--- src/rtl/stwb_pkg.sv ---
// Shared types for the delayed store write buffer.
package stwb_pkg;
    // Source of the single data-array write port in a given cycle.
    typedef enum logic [1:0] {
        WR_NONE   = 2'd0,
        WR_DRAIN  = 2'd1,
        WR_REFILL = 2'd2
    } wr_src_e;
endpackage

--- src/rtl/stwb_tag_array.sv ---
// Tag store with one valid bit per line for a direct-mapped cache.
// Assumes one combinational lookup and at most one install per cycle.
module stwb_tag_array #(
    parameter int IDX_W = 3,
    parameter int TAG_W = 5
) (
    input  logic             clk,
    input  logic             rst_n,
    input  logic [IDX_W-1:0] rd_idx,
    input  logic [TAG_W-1:0] rd_tag,
    output logic             rd_hit,
    input  logic             wr_en,
    input  logic [IDX_W-1:0] wr_idx,
    input  logic [TAG_W-1:0] wr_tag
);
    localparam int LINES = 1 << IDX_W;

    logic [TAG_W-1:0] tags  [LINES];
    logic [LINES-1:0] valid;

    // Lookup: line valid and stored tag equal to the request tag.
    always_comb rd_hit = valid[rd_idx] && (tags[rd_idx] == rd_tag);

    // Install a tag on refill; all lines start invalid after reset.
    always_ff @(posedge clk) begin
        if (!rst_n) begin
            valid <= '0;
        end else if (wr_en) begin
            valid[wr_idx] <= 1'b1;
        end
    end

    // Tag contents need no reset; valid bits guard them.
    always_ff @(posedge clk) begin
        if (wr_en) tags[wr_idx] <= wr_tag;
    end
endmodule

--- src/rtl/stwb_data_array.sv ---
// Single-ported data array, one word per line, with byte-enabled writes.
// Assumes the caller never issues a read and a write in the same cycle
// for the same purpose; the read is combinational.
module stwb_data_array #(
    parameter int IDX_W  = 3,
    parameter int DATA_W = 32
) (
    input  logic                clk,
    input  logic [IDX_W-1:0]    rd_idx,
    output logic [DATA_W-1:0]   rd_data,
    input  logic                wr_en,
    input  logic [IDX_W-1:0]    wr_idx,
    input  logic [DATA_W-1:0]   wr_data,
    input  logic [DATA_W/8-1:0] wr_be
);
    localparam int LINES = 1 << IDX_W;
    localparam int NB    = DATA_W / 8;

    logic [DATA_W-1:0] mem [LINES];

    // Combinational read of the addressed word.
    always_comb rd_data = mem[rd_idx];

    // Byte-lane write of the selected word.
    always_ff @(posedge clk) begin
        if (wr_en) begin
            for (int b = 0; b < NB; b++) begin
                if (wr_be[b]) mem[wr_idx][8*b +: 8] <= wr_data[8*b +: 8];
            end
        end
    end
endmodule

--- src/rtl/stwb_store_buf.sv ---
// One-entry pending-store buffer with byte-lane bypass merge.
// Assumes load_en and clear come from the same control cycle; load wins.
module stwb_store_buf #(
    parameter int ADDR_W = 8,
    parameter int DATA_W = 32
) (
    input  logic                clk,
    input  logic                rst_n,
    input  logic                load_en,
    input  logic                clear,
    input  logic [ADDR_W-1:0]   in_addr,
    input  logic [DATA_W-1:0]   in_data,
    input  logic [DATA_W/8-1:0] in_be,
    output logic                valid,
    output logic [ADDR_W-1:0]   addr,
    output logic [DATA_W-1:0]   data,
    output logic [DATA_W/8-1:0] be,
    input  logic [ADDR_W-1:0]   look_addr,
    input  logic [DATA_W-1:0]   base_data,
    output logic [DATA_W-1:0]   merged
);
    localparam int NB = DATA_W / 8;

    logic match;

    // Entry valid bit: set by a buffered store, dropped on drain.
    always_ff @(posedge clk) begin
        if (!rst_n)       valid <= 1'b0;
        else if (load_en) valid <= 1'b1;
        else if (clear)   valid <= 1'b0;
    end

    // Entry payload captured with each buffered store.
    always_ff @(posedge clk) begin
        if (load_en) begin
            addr <= in_addr;
            data <= in_data;
            be   <= in_be;
        end
    end

    // Address comparison for load bypass.
    always_comb match = valid && (addr == look_addr);

    // Per-lane merge: buffered byte over array byte when enabled.
    for (genvar b = 0; b < NB; b++) begin : g_lane
        assign merged[8*b +: 8] = (match && be[b]) ? data[8*b +: 8]
                                                   : base_data[8*b +: 8];
    end
endmodule

--- src/rtl/stwb_cache_front.sv ---
// Memory-stage front end of a direct-mapped cache with a delayed store
// buffer. Stores do a tag lookup only; the previous buffered store uses
// the free data port in that cycle. Assumes refill and flush are never
// requested together and that the CPU holds a request until req_ready.
module stwb_cache_front
    import stwb_pkg::*;
#(
    parameter int ADDR_W = 8,
    parameter int IDX_W  = 3,
    parameter int DATA_W = 32
) (
    input  logic                clk,
    input  logic                rst_n,
    input  logic                req_valid,
    input  logic                req_store,
    input  logic [ADDR_W-1:0]   req_addr,
    input  logic [DATA_W-1:0]   req_wdata,
    input  logic [DATA_W/8-1:0] req_be,
    output logic                req_ready,
    output logic                rsp_hit,
    output logic                rsp_miss,
    output logic [DATA_W-1:0]   rsp_rdata,
    input  logic                refill_valid,
    input  logic [ADDR_W-1:0]   refill_addr,
    input  logic [DATA_W-1:0]   refill_data,
    output logic                refill_ready,
    input  logic                flush_req
);
    localparam int TAG_W = ADDR_W - IDX_W;
    localparam int NB    = DATA_W / 8;

    logic              acc, st_acc, tag_hit, drain, refill_fire, buf_load;
    logic              buf_valid;
    logic [ADDR_W-1:0] buf_addr;
    logic [DATA_W-1:0] buf_data, arr_rdata;
    logic [NB-1:0]     buf_be;
    wr_src_e           wr_src;
    logic              arr_wr_en;
    logic [IDX_W-1:0]  arr_wr_idx;
    logic [DATA_W-1:0] arr_wr_data;
    logic [NB-1:0]     arr_wr_be;

    // CPU port is held off whenever refill or flush owns the arrays.
    always_comb req_ready = !(refill_valid || flush_req);

    // Accepted request qualifiers.
    always_comb begin
        acc    = req_valid && req_ready;
        st_acc = acc && req_store;
    end

    // Response flags for the accepted request.
    always_comb begin
        rsp_hit  = acc && tag_hit;
        rsp_miss = acc && !tag_hit;
    end

    // Drain the pending store on any store, flush or refill cycle.
    always_comb drain = buf_valid && (st_acc || flush_req || refill_valid);

    // Refill enters only once the buffer is empty.
    always_comb begin
        refill_ready = !buf_valid;
        refill_fire  = refill_valid && refill_ready;
        buf_load     = st_acc && tag_hit;
    end

    // Choose the single data-port writer for this cycle.
    always_comb begin
        if (refill_fire) wr_src = WR_REFILL;
        else if (drain)  wr_src = WR_DRAIN;
        else             wr_src = WR_NONE;
    end

    // Data-port write payload according to the chosen writer.
    always_comb begin
        arr_wr_en   = (wr_src != WR_NONE);
        arr_wr_idx  = buf_addr[IDX_W-1:0];
        arr_wr_data = buf_data;
        arr_wr_be   = buf_be;
        if (wr_src == WR_REFILL) begin
            arr_wr_idx  = refill_addr[IDX_W-1:0];
            arr_wr_data = refill_data;
            arr_wr_be   = '1;
        end
    end

    stwb_tag_array #(.IDX_W(IDX_W), .TAG_W(TAG_W)) u_tags (
        .clk    (clk),
        .rst_n  (rst_n),
        .rd_idx (req_addr[IDX_W-1:0]),
        .rd_tag (req_addr[ADDR_W-1:IDX_W]),
        .rd_hit (tag_hit),
        .wr_en  (refill_fire),
        .wr_idx (refill_addr[IDX_W-1:0]),
        .wr_tag (refill_addr[ADDR_W-1:IDX_W])
    );

    stwb_data_array #(.IDX_W(IDX_W), .DATA_W(DATA_W)) u_data (
        .clk     (clk),
        .rd_idx  (req_addr[IDX_W-1:0]),
        .rd_data (arr_rdata),
        .wr_en   (arr_wr_en),
        .wr_idx  (arr_wr_idx),
        .wr_data (arr_wr_data),
        .wr_be   (arr_wr_be)
    );

    stwb_store_buf #(.ADDR_W(ADDR_W), .DATA_W(DATA_W)) u_buf (
        .clk       (clk),
        .rst_n     (rst_n),
        .load_en   (buf_load),
        .clear     (drain),
        .in_addr   (req_addr),
        .in_data   (req_wdata),
        .in_be     (req_be),
        .valid     (buf_valid),
        .addr      (buf_addr),
        .data      (buf_data),
        .be        (buf_be),
        .look_addr (req_addr),
        .base_data (arr_rdata),
        .merged    (rsp_rdata)
    );
endmodule

--- config.mk ---
export PLATFORM = sky130hd
export DESIGN_NAME = stwb_cache_front
export DESIGN_NICKNAME = d
export VERILOG_FILES = /design/src/rtl/stwb_pkg.sv /design/src/rtl/stwb_tag_array.sv /design/src/rtl/stwb_data_array.sv /design/src/rtl/stwb_store_buf.sv /design/src/rtl/stwb_cache_front.sv
export SDC_FILE = /design/constraint.sdc
export NUM_CORES = 1
export LEC_CHECK = 0
export CAP_MARGIN = 20
export CORE_UTILIZATION = 39
export DETAILED_ROUTE_END_ITERATION = 10
export SLEW_MARGIN = 25
export SYNTH_ARGS = -nofsm -noshare
export SYNTH_HDL_FRONTEND = slang
export SYNTH_SLANG_ARGS = --single-unit
--- constraint.sdc ---
create_clock -name clk -period 17.2 [get_ports clk]
set_clock_uncertainty 0.1 [all_clocks]
set_input_delay 4.3 -clock clk [delete_from_list [all_inputs] [get_ports clk]]
set_output_delay 4.3 -clock clk [all_outputs]
set_load 0.02 [all_outputs]
==> summary.md <==
| Metric | Value |
|---|---|
| H-Tree Depth | `2` |
| CTS Hold Buffers Added | `0` |
| Worst setup SP type | `input pin` |
| Synth Area in Simple Gates | `5.334%` |
| Row cnt | `69` |
| GRT Util Overall | `16.25%` |
| Cts repair resizes | `0` |
| Antenna-violating nets left | `0` |
| Post-synth EDFFs | `340` |
| Pwr Total | `1.857 mW` |
| Worst Setup Path Type | `input pin to output pin` |
| Reg2Reg Setup Slack | `14.37 ns` |
| Outcome | `completed` |
| GRT overflow | `0` |
| Core ar. | `35910 µm²` |
| Routed vias/inst | `5.164` |
| DRC Markers | `0` |
| Synthesized area per cell | `19.04 µm²` |
| Mapped Nets | `844` |
| CP arrival | `7.78 ns` |
| N_diodes | `0` |
| Clk slew on worst S/H paths | `0.06 ns` |
| Routability cong. | `0.7122` |
| Main combinational cell family by area after synthesis | `multiplexers` |
| Mux share of post-synthesis cell area | `18.59%` |
| Setup TNS | `0 ns` |
| IR drop worst, VDD | `0.00006301 V` |
| Final Critical Period | `12.18 ns` |
| RSZ-0062 raised after global routing | `false` |
| 1st-iter DRT viols | `455` |
| Synth async-reset ratio | `0%` |
| Num CTS Buffers | `38` |
| Number of distinct library cells after synthesis | `36` |
| CP required | `12.80 ns` |
| Critical Path Most Common Cell | `buf_4` |
| Worst-path cell chain | `buf_4 > buf_4 > mux4_1 > mux2i_1 > xnor2_1 > nor3_2 > inv_1 > nor3_1 > clkdlybuf4s50_1` |
| Buffers and inverters on the worst path | `4` |
| Port bufs | `125` |
| Pwr dens | `108.0 nW/µm²` |
| Leak Pwr | `5.874 nW` |
| Slew HR | `33.17%` |
| First-pass GRT wire length | `45.59 mm` |
| CP peak stage delay | `0.75 ns` |
| Ports | `126` |
| Hold Crit Depth | `1` |
| Root Driver | `clkbuf_16` |
| Clk buf depth | `3` |
| Vias in the first global route | `7351` |
| NumNets Final | `983` |
| Slowest CP cell | `buf_4` |
| Final Cycle Share | `70.82%` |
| Clk_lat worst skew | `0.51 ns` |
| Reg2Reg Depth | `6` |
| Full die area | `37580 µm²` |
| Slew @ Worst Pin | `0.9988 ns` |
| End of the worst register-to-register path | `u_buf.data[17]` |
| Height of the die | `193.9 µm` |
| Adder-cell share of the synthesized area | `0%` |
| Vias | `7136` |
| Synthesis-stage register bit count | `349` |
| Endpoints failing setup | `0` |
| Hold_sp | `u_tags.valid[2]` |
| Layout area overhead | `19.77%` |
| Final Routed Wirelength | `30.23 mm` |
| Share of the synthesized area in compound gates (AO/OA/AOI/OAI) | `0.9936%` |
| DR WL/cell | `21.87 µm` |
| CTS tree | `yes` |
| Worst r2r src | `u_tags.tags[1][2]` |
| Largest net degree at the start of global routing | `48` |
| Top_reg_cell synth | `edfxtp_1` |
| Max Cap Violations | `0` |
| Die W | `193.9 µm` |
| Fraction of layout cells with a size suffix above 1 | `16.61%` |
| CP Capture Type | `output pin` |
| XOR/XNOR share of the synthesized area | `0.7321%` |
| Sequential share of the synthesized area | `72.37%` |
| Initial Utilization | `39.97%` |
| Final Hold Vio Count | `0` |
| Mapped Cells | `754` |
| Fmax | `82.09 MHz` |
| Max-slew violation count | `0` |
| Crit path max-delay family | `buffers and inverters` |
| Min-Delay Endpoint | `u_tags.valid[2]` |
| Initial antenna violation count | `1` |
| Post-DP HPWL | `18.58 mm` |
| # clock sinks | `349` |
| # Post-CTS Setup Buffers | `0` |
| Yosys warnings | `0` |
| Worst hold path class | `flip-flop to flip-flop` |
| Mapped cell area | `14360 µm²` |
| DR pass1 iterations | `5` |
| Crit path max fanout | `47` |
metal layers:
| layer | global-route usage, % | share of wire [%] | vias to the layer above |
|---|---|---|---|
| li1 | - | - | 3298 |
| met1 | 23.22 | 46 | 3586 |
| met2 | 26.17 | 47 | 206 |
| met3 | 2.644 | 5.1 | 44 |
| met4 | 3.851 | 1.4 | 2 |
| met5 | 0 | 0.036 | - |
registers in the layout, indices dropped and copies added (netlist names):
signal        count
u_data.mem      256
u_tags.tags      40
u_buf.data       32
u_buf.addr        8
u_tags.valid      8
u_buf.be          4
u_buf.valid       1
worst max path at each step:
stage	from	cells past startpoint	slack, ns	endpoint
final	req_addr[0]	9	5.02	rsp_hit
after global routing	req_addr[0]	9	4.75	rsp_hit
after CTS	req_addr[0]	9	4.97	rsp_hit
after detailed placement	req_addr[0]	9	5.00	rsp_hit
after global placement	req_addr[0]	8	4.97	rsp_hit
after floorplan	req_addr[0]	6	6.83	rsp_hit
final cells by class:
type                       instances  area, µm²
sequential                       349      10390
inverter                           3      11.26
tap                              461      576.8
multi-input combinational        367       3715
timing repair buffer             134       1306
clock inverter                    19      171.4
fill                            3040      18720
clock buffer                      49       1023
synthesized netlist by cell type (2+ instances only):
cell type | n | share of area, %
xor2_1 | 4 | 0.24
buf_8 | 2 | 0.21
buf_6 | 11 | 0.86
nor3_1 | 6 | 0.21
nand3_1 | 6 | 0.21
buf_4 | 4 | 0.21
clkbuf_1 | 9 | 0.24
dfxtp_1 | 9 | 1.3
o21a_1 | 9 | 0.47
mux2_2 | 64 | 5.0
inv_1 | 2 | 0.052
nand4_1 | 4 | 0.17
nand2_1 | 115 | 3.0
a22oi_1 | 2 | 0.10
xnor2_1 | 8 | 0.49
mux4_1 | 55 | 10
buf_2 | 6 | 0.21
o21ai_0 | 4 | 0.14
edfxtp_1 | 340 | 71
nor2b_1 | 3 | 0.13
mux4_2 | 17 | 2.7
nor4_1 | 2 | 0.087
nand2b_1 | 2 | 0.087
nor2_1 | 38 | 0.99
dlygate4sd1_1 | 2 | 0.12
nand3b_1 | 2 | 0.10
mux2i_1 | 12 | 0.84
and2_1 | 5 | 0.22
o21ai_1 | 4 | 0.14
cell usage in the layout, fill, tap and decap left out, types with 9 or more instances in the layout:
cell and n:
o21a_1 9, mux2i_1 12, buf_4 10, clkbuf_16 39, edfxtp_1 340, mux2_2 64
mux4_1 55, nor2_1 37, dfxtp_1 9, nand2_1 114, mux4_2 17, clkdlybuf4s50_1 122
clkbuf_1 9
through the flow:
| stage | setup WS (ns) | hold slack, ns | util (%) | instance area (µm²) | cells |
|---|---|---|---|---|---|
| global placement | 4.967 | 0.3417 | 44.50 | 15980 | 1314 |
| finish | 5.019 | 0.3624 | 47.87 | 17190 | 1382 |
| CTS | 4.966 | 0.3632 | 47.87 | 17190 | 1382 |
| global route | 4.751 | 0.3813 | 47.87 | 17190 | 1382 |
| floorplan | 6.834 | 0.3324 | - | 14360 | 754 |
| detailed placement | 4.997 | 0.3497 | 44.54 | 16000 | 1314 |
worst reg2reg max path: stages (launching register included):
cell and delay (ns):
edfxtp_1 0.38, mux4_1 0.50, mux2i_1 0.16, xor2_1 0.16, nand4_1 0.26, nor3_2 0.25, buf_4 0.59
where the power goes:
group / internal [mW] / leakage, nW / switching, mW / total (mW)
Clock: 0.465 / 0.574 / 0.314 / 0.779
Sequential: 0.947 / 3.21 / 0.00204 / 0.949
Combinational: 0.0621 / 2.09 / 0.0679 / 0.130
Total: 1.47 / 5.87 / 0.384 / 1.86
logic make-up (layout without fill, tap and decap cells):
family | Yosys count | in the layout
flip-flops | 349 | 349
multiplexers | 148 | 148
buffers and inverters | 38 | 205
AO/OA/AOI/OAI | 22 | 22
XOR/XNOR | 12 | 12
AND/OR/NAND/NOR | 185 | 185
Note: power is estimated with default switching activity, not from simulation.
